<file path="config.mk">
export PLATFORM = sky130hd
export DESIGN_NAME = fskd_demod
export DESIGN_NICKNAME = d
export VERILOG_FILES = /design/src/rtl/fskd_pkg.sv /design/src/rtl/fskd_edge_timer.sv /design/src/rtl/fskd_run_grouper.sv /design/src/rtl/fskd_halfbit_emitter.sv /design/src/rtl/fskd_demod.sv
export SDC_FILE = /design/constraint.sdc
export NUM_CORES = 1
export LEC_CHECK = 0
export BUFFER_PORTS_ARGS = -buffer_cell sky130_fd_sc_hd__buf_4
export CAP_MARGIN = 5
export CORE_AREA = 2 2 80 82
export CTS_BUF_LIST = sky130_fd_sc_hd__clkbuf_4 sky130_fd_sc_hd__clkbuf_8
export DETAILED_ROUTE_END_ITERATION = 7
export DIE_AREA = 0 0 82 84
export PLACE_DENSITY_LB_ADDON = 0.15
export SETUP_SLACK_MARGIN = 0.05
export SYNTH_ARGS = -nofsm -noshare
export SYNTH_HDL_FRONTEND = slang
export SYNTH_HIERARCHICAL = 1
export SYNTH_SLANG_ARGS = --single-unit
</file>
<file path="constraint.sdc">
create_clock -name clk -period 0.8 [get_ports clk]
set_input_delay 0.04 -clock clk [delete_from_list [all_inputs] [get_ports clk]]
set_output_delay 0.04 -clock clk [all_outputs]
set_load 0.05 [all_outputs]
</file>
<file path="src/rtl/fskd_pkg.sv">
package fskd_pkg;
  // Spacing class of one crossing-to-crossing distance.
  typedef enum logic {
    SPC_WIDE   = 1'b0,
    SPC_NARROW = 1'b1
  } spacing_e;
endpackage

</file>
<file path="src/rtl/fskd_edge_timer.sv">
module fskd_edge_timer
  import fskd_pkg::*;
#(
  parameter int SAMPLE_W     = 8,
  parameter int SLICE_LEVEL  = 127,
  parameter int PERIOD_W     = 8,
  parameter int NARROW_LIMIT = 9
) (
  input  logic                clk,
  input  logic                rst_n,
  input  logic                smp_valid,
  input  logic [SAMPLE_W-1:0] smp_data,
  output logic                per_valid,
  output spacing_e            per_class
);
  localparam logic [SAMPLE_W-1:0] LEVEL   = SAMPLE_W'(SLICE_LEVEL);
  localparam logic [PERIOD_W-1:0] NLIM    = PERIOD_W'(NARROW_LIMIT);
  localparam logic [PERIOD_W-1:0] CNT_MAX = '1;
  localparam logic [PERIOD_W-1:0] CNT_ONE = PERIOD_W'(1);

  logic                prev_q, prev_d;
  logic                seen_q, seen_d;
  logic                synced_q, synced_d;
  logic [PERIOD_W-1:0] cnt_q, cnt_d;
  logic                per_valid_q, per_valid_d;
  spacing_e            per_class_q, per_class_d;
  logic                sliced, rising;

  assign sliced = (smp_data >= LEVEL);
  assign rising = seen_q && !prev_q && sliced;

  always_comb begin
    prev_d      = prev_q;
    seen_d      = seen_q;
    synced_d    = synced_q;
    cnt_d       = cnt_q;
    per_valid_d = 1'b0;
    per_class_d = per_class_q;
    if (smp_valid) begin
      prev_d = sliced;
      seen_d = 1'b1;
      if (rising) begin
        if (synced_q) begin
          per_valid_d = 1'b1;
          per_class_d = (cnt_q < NLIM) ? SPC_NARROW : SPC_WIDE;
        end
        cnt_d    = CNT_ONE;
        synced_d = 1'b1;
      end else if (synced_q && (cnt_q != CNT_MAX)) begin
        cnt_d = cnt_q + CNT_ONE;
      end
    end
  end

  always_ff @(posedge clk or negedge rst_n) begin
    if (!rst_n) begin
      prev_q      <= 1'b0;
      seen_q      <= 1'b0;
      synced_q    <= 1'b0;
      cnt_q       <= '0;
      per_valid_q <= 1'b0;
      per_class_q <= SPC_WIDE;
    end else begin
      prev_q      <= prev_d;
      seen_q      <= seen_d;
      synced_q    <= synced_d;
      cnt_q       <= cnt_d;
      per_valid_q <= per_valid_d;
      per_class_q <= per_class_d;
    end
  end

  assign per_valid = per_valid_q;
  assign per_class = per_class_q;

  // a missing sample neither advances the count nor yields a distance
  assert_hold_idle_R3: assert property (@(posedge clk) disable iff (!rst_n)
    !smp_valid |=> ($stable(cnt_q) && !per_valid_q));
  // a distance only follows an already recorded first crossing
  assert_sync_first_R2: assert property (@(posedge clk) disable iff (!rst_n)
    per_valid_q |-> $past(synced_q));
  // the saturating count never reaches zero once timing runs
  assert_cnt_nonzero_R9: assert property (@(posedge clk) disable iff (!rst_n)
    synced_q |-> (cnt_q != '0));
endmodule

</file>
<file path="src/rtl/fskd_run_grouper.sv">
module fskd_run_grouper
  import fskd_pkg::*;
#(
  parameter int RUN_W      = 8,
  parameter int DIV_NARROW = 6,
  parameter int DIV_WIDE   = 5,
  parameter int MAX_COPIES = 4,
  parameter int COPY_W     = 3
) (
  input  logic              clk,
  input  logic              rst_n,
  input  logic              per_valid,
  input  spacing_e          per_class,
  output logic              ld_valid,
  output logic [COPY_W-1:0] ld_count,
  output logic              ld_value
);
  localparam int QW = RUN_W + 1;
  localparam logic [QW-1:0]    DIVN    = QW'(DIV_NARROW);
  localparam logic [QW-1:0]    DIVW    = QW'(DIV_WIDE);
  localparam logic [QW-1:0]    QMAX    = QW'(MAX_COPIES);
  localparam logic [RUN_W-1:0] RUN_MAX = '1;
  localparam logic [RUN_W-1:0] RUN_ONE = RUN_W'(1);

  logic              open_q, open_d;
  spacing_e          cls_q, cls_d;
  logic [RUN_W-1:0]  n_q, n_d;
  logic [QW-1:0]     nplus, quot;
  logic              closing;

  assign nplus   = {1'b0, n_q} + QW'(1);
  assign quot    = (cls_q == SPC_NARROW) ? (nplus / DIVN) : (nplus / DIVW);
  assign closing = per_valid && open_q && (per_class != cls_q);

  always_comb begin
    open_d = open_q;
    cls_d  = cls_q;
    n_d    = n_q;
    if (per_valid) begin
      if (!open_q || (per_class != cls_q)) begin
        open_d = 1'b1;
        cls_d  = per_class;
        n_d    = RUN_ONE;
      end else if (n_q != RUN_MAX) begin
        n_d = n_q + RUN_ONE;
      end
    end
  end

  always_ff @(posedge clk or negedge rst_n) begin
    if (!rst_n) begin
      open_q <= 1'b0;
      cls_q  <= SPC_WIDE;
      n_q    <= '0;
    end else begin
      open_q <= open_d;
      cls_q  <= cls_d;
      n_q    <= n_d;
    end
  end

  assign ld_valid = closing && (quot != '0) && (quot <= QMAX);
  assign ld_count = quot[COPY_W-1:0];
  assign ld_value = (cls_q == SPC_NARROW);

  // an open run always holds a length of at least one
  assert_run_nonzero_R9: assert property (@(posedge clk) disable iff (!rst_n)
    open_q |-> (n_q != '0));
  // a same-class distance extends the run by exactly one below saturation
  assert_run_grow_R4: assert property (@(posedge clk) disable iff (!rst_n)
    (per_valid && open_q && (per_class == cls_q) && (n_q != RUN_MAX))
      |=> (n_q == $past(n_q) + RUN_ONE));
  // a class change restarts the run at length one
  assert_run_restart_R4: assert property (@(posedge clk) disable iff (!rst_n)
    closing |=> (n_q == RUN_ONE));
endmodule

</file>
<file path="src/rtl/fskd_halfbit_emitter.sv">
module fskd_halfbit_emitter #(
  parameter int COPY_W = 3
) (
  input  logic              clk,
  input  logic              rst_n,
  input  logic              ld_valid,
  input  logic [COPY_W-1:0] ld_count,
  input  logic              ld_value,
  output logic              hb_valid,
  output logic              hb_value
);
  localparam logic [COPY_W-1:0] ONE = COPY_W'(1);

  logic [COPY_W-1:0] left_q, left_d;
  logic              val_q, val_d;

  always_comb begin
    left_d = left_q;
    val_d  = val_q;
    if (ld_valid) begin
      left_d = ld_count;
      val_d  = ld_value;
    end else if (left_q != '0) begin
      left_d = left_q - ONE;
    end
  end

  always_ff @(posedge clk or negedge rst_n) begin
    if (!rst_n) begin
      left_q <= '0;
      val_q  <= 1'b0;
    end else begin
      left_q <= left_d;
      val_q  <= val_d;
    end
  end

  assign hb_valid = (left_q != '0);
  assign hb_value = val_q;

  // a new burst never cuts short a burst still owing copies
  assert_no_loss_R6: assert property (@(posedge clk) disable iff (!rst_n)
    ld_valid |-> (left_q <= ONE));
  // copies go out one per cycle
  assert_countdown_R6: assert property (@(posedge clk) disable iff (!rst_n)
    ((left_q != '0) && !ld_valid) |=> (left_q == $past(left_q) - ONE));
  // the symbol stays fixed through a burst
  assert_value_hold_R6: assert property (@(posedge clk) disable iff (!rst_n)
    ((left_q > ONE) && !ld_valid) |=> $stable(hb_value));
endmodule

</file>
<file path="src/rtl/fskd_demod.sv">
module fskd_demod
  import fskd_pkg::*;
#(
  parameter int SAMPLE_W     = 8,
  parameter int SLICE_LEVEL  = 127,
  parameter int PERIOD_W     = 8,
  parameter int NARROW_LIMIT = 9,
  parameter int RUN_W        = 8,
  parameter int DIV_NARROW   = 6,
  parameter int DIV_WIDE     = 5,
  parameter int MAX_COPIES   = 4
) (
  input  logic                clk,
  input  logic                rst_n,
  input  logic                smp_valid,
  input  logic [SAMPLE_W-1:0] smp_data,
  output logic                hb_valid,
  output logic                hb_value
);
  localparam int COPY_W = $clog2(MAX_COPIES + 1);

  logic [1:0]        rst_pipe_q;
  logic              rst_core_n;
  logic              per_valid;
  spacing_e          per_class;
  logic              ld_valid;
  logic [COPY_W-1:0] ld_count;
  logic              ld_value;

  always_ff @(posedge clk or negedge rst_n) begin
    if (!rst_n) rst_pipe_q <= '0;
    else        rst_pipe_q <= {rst_pipe_q[0], 1'b1};
  end
  assign rst_core_n = rst_pipe_q[1];

  fskd_edge_timer #(
    .SAMPLE_W(SAMPLE_W), .SLICE_LEVEL(SLICE_LEVEL),
    .PERIOD_W(PERIOD_W), .NARROW_LIMIT(NARROW_LIMIT)
  ) u_timer (
    .clk(clk), .rst_n(rst_core_n),
    .smp_valid(smp_valid), .smp_data(smp_data),
    .per_valid(per_valid), .per_class(per_class)
  );

  fskd_run_grouper #(
    .RUN_W(RUN_W), .DIV_NARROW(DIV_NARROW), .DIV_WIDE(DIV_WIDE),
    .MAX_COPIES(MAX_COPIES), .COPY_W(COPY_W)
  ) u_group (
    .clk(clk), .rst_n(rst_core_n),
    .per_valid(per_valid), .per_class(per_class),
    .ld_valid(ld_valid), .ld_count(ld_count), .ld_value(ld_value)
  );

  fskd_halfbit_emitter #(.COPY_W(COPY_W)) u_emit (
    .clk(clk), .rst_n(rst_core_n),
    .ld_valid(ld_valid), .ld_count(ld_count), .ld_value(ld_value),
    .hb_valid(hb_valid), .hb_value(hb_value)
  );

  // while reset is held the output strobe stays low
  assert_reset_quiet_R10: assert property (@(posedge clk)
    !rst_n |-> !hb_valid);
endmodule

</file>
==> impl_metrics.json <==
{
  "status": "complete, but fails checks",
  "violations": "negative setup slack",
  "areaGrowthSynthToFinish_pct": 87.89,
  "r2r_slack_ps": -8680,
  "fill_cells": 231,
  "min_period_ps": 9478,
  "worstMarginPinSlew_ps": 466.9,
  "hold_viol_final": 0,
  "rsz0062_at_grt": "yes",
  "ant_nets": 0,
  "fin_skew_ps": 26.85,
  "startpoint_type": "flop",
  "grt_first_pass_wirelength_um": 20150,
  "clk_path_buf_depth": 2,
  "route.detailed.drc": 0,
  "yosysMostFrequentCell": "dfrtp_1",
  "htree_num_levels": 2,
  "cp_max_fo": 7,
  "fmax_mhz": 105.5,
  "synth_edf_count": 0,
  "synth_area_um2": 2924,
  "drv_slew": 0,
  "first_iter_violations": 349,
  "num_vias": 4255,
  "power_density_nw_per_um2": 4368,
  "critPathKind": "flop to flop",
  "diodes": 0,
  "crit_arrival_ps": 9670,
  "dp_slack_ps": -8226,
  "portBuffers": 12,
  "fin_area_um2": 5494,
  "yosys_warnings": 6,
  "antenna_found_initial": 0,
  "overflow": 0,
  "r2r_end": "u_emit/hb_value",
  "syn_inst": 342,
  "synth.distinct_cells": 86,
  "synth_top_area_cell": "dfrtp_1",
  "synth.top_cell.area_share_pct": 24.82,
  "r2r-start": "u_group/n_q[1]",
  "routed_wirelength_um": 15570,
  "syn_avg_cell_area_um2": 8.550,
  "irDropWorstVdd_mv": 5.472,
  "cpPeakStageDelay_ps": 450,
  "clk_pin_slew_ps": 90,
  "layout_setup_ws_ps": -8678,
  "whs_ps": 111.1,
  "finalSetupViolations": 28,
  "cp-end-kind": "flop",
  "drv_cap": 0,
  "cp_slowest_cell": "dfrtp_2",
  "insertion_delay_ps": 300,
  "grt_max_degree": 28,
  "synth_seq_cells": 29,
  "hold_path_class": "primary input to asynchronous set/reset pin",
  "grt_pass1_vias": 4172,
  "cts_sinks": 29,
  "core_um2": 6096,
  "fin_tns_setup_ps": -53870,
  "die_x_um": 82,
  "synth_fp_nets": 375,
  "fin_nets": 604,
  "reg2regPathDepth": 47,
  "boundaryPins": 13,
  "track_usage_pct": 37.97,
  "ys_seq_area_share_pct": 24.82,
  "vias_per_cell": 6.556,
  "cts_tree": "built",
  "place_hpwl_um": 6972,
  "total_power_w": 0.02400,
  "first_pass_iters": 5,
  "max_slew_margin_pct": 68.07,
  "required_ps": 1000,
  "die_area_um2": 6888,
  "crit_path_frequent_cell": "ha_1",
  "root_buffer": "clkbuf_8",
  "gp_congestion": 0.8654,
  "min_period_over_period_pct": 1185,
  "cts_buffers": 5,
  "p_leak_nw": 2.560,
  "synthFlopType": "dfrtp_1",
  "synthTopCellsByArea": "dfrtp_1 25%, ha_1 9.4%, a21oi_1 3.1%, o21ai_0 3.1%, inv_1 3.0%",
  "start_util_pct": 47.97,
  "yosys-top-cells-count": "29 x dfrtp_1, 23 x inv_1, 22 x ha_1, 22 x nand2_1, 19 x nor2_1",
  "final_layout_size_suffix_gt1_share_pct": 62.94,
  "fp.dieH_um": 84,
  "wire_per_inst_um": 23.99,
  "ys_async_sr_fraction_pct": 100.0,
  "num_rows": 29,
  "post_dp_cell_area_um2": 4433
}
[what timing repair did]
item,4_1_cts,5_1_grt
setup buffers,44,19
pin swaps,38,17
hold buffers,1,0
endpoints found under the setup margin,28,28
hold endpoints to repair,2,0
gates resized for setup,56,54
gates cloned,1,0
[report_power, final]
group / switching [W] / total, W / internal (W)
logic: 0.00955 / 0.0199 / 0.0103
clock network: 0.000702 / 0.00175 / 0.00105
registers: 0.000489 / 0.00235 / 0.00186
total: 0.0107 / 0.0240 / 0.0133
[worst max path at each step]
stage	slack, ps	startpoint	to
after floorplan	-8480	u_group/n_q[6]	u_emit/hb_value
after global placement	-7840	u_group/n_q[0]	u_emit/left_q[1]
after detailed placement	-8230	u_group/n_q[0]	u_emit/left_q[1]
after CTS	-8020	u_group/n_q[1]	u_emit/left_q[1]
after global routing	-8960	u_group/n_q[1]	u_emit/hb_value
final	-8680	u_group/n_q[1]	u_emit/hb_value
[area by class of cell]
cell class | count | area (um2) | area share (%)
inverter | 24 | 92.59 | 1.685
tap | 77 | 96.34 | 1.754
clock buffer | 7 | 90.09 | 1.640
multi-input combinational | 282 | 2615 | 47.60
sequential | 29 | 730.7 | 13.30
clock inverter | 1 | 30.03 | 0.5466
timing repair buffer | 229 | 1839 | 33.48
[critical path: cells and delay by family, from the launching register on]
family                     cells  cell delay (ps)
muxes                          4             1020
buffers and inverters          4              420
and+or+nand+nor               14             2520
DFF                            1              450
xor gates and xnor gates       1              140
AOI/OAI and AO/OA             17             2750
adders and majority gates      7             2090
[kinds of logic (layout without fill, tap and decap cells)]
| logic type | after synthesis | count (layout) | synth area share, % |
|---|---|---|---|
| AND/OR/NAND/NOR | 127 | 127 | 25.33 |
| AO/OA/AOI/OAI | 110 | 110 | 28.54 |
| flip-flops | 29 | 29 | 24.82 |
| XOR/XNOR | 11 | 11 | 3.295 |
| adder cells (fa/ha/maj) | 22 | 22 | 9.414 |
| buffers and inverters | 31 | 261 | 4.407 |
| other | 1 | 1 | 0.1282 |
| multiplexers | 11 | 11 | 4.065 |
[per-layer routing]
layer | routed length, um | global-route usage, %
met1 | 5538 | 41.04
met2 | 7356 | 65.63
met3 | 1412 | 8.225
met4 | 1263 | 23.03
met5 | 0 | 0
[flip-flops by register name, summed over array words and instances, names as in the netlist]
name / flops
u_group/n_q: 8
u_timer/per_valid: 1
u_group/open_q: 1
u_timer/synced_q: 1
u_group/ld_value: 1
rst_pipe_q: 2
u_timer/cnt_q: 8
u_timer/per_class: 1
u_timer/prev_q: 1
u_timer/seen_q: 1
u_emit/left_q: 3
u_emit/hb_value: 1
[stage by stage]
step                util (%)  cells
finish                 90.13    649
global route           90.13    649
CTS                    83.97    632
detailed placement     72.72    579
global placement       72.72    579
floorplan                  -    342
[layout by cell type (no fill, tap or decap), types with 7 or more instances in the layout]
| cell type | synthesis | final |
|---|---|---|
| buf_4 | 1 | 202 |
| dfrtp_1 | 29 | 25 |
| buf_6 | 1 | 22 |
| inv_1 | 23 | 17 |
| nand2_1 | 22 | 17 |
| ha_1 | 22 | 16 |
| nand3_1 | 15 | 13 |
| a21oi_1 | 18 | 12 |
| nor3_1 | 10 | 10 |
| o21ai_2 | 1 | 9 |
| nor2_1 | 19 | 9 |
| o21ai_0 | 18 | 7 |
| nor2_4 | 0 | 7 |
Note: power is estimated with default switching activity, not from simulation.
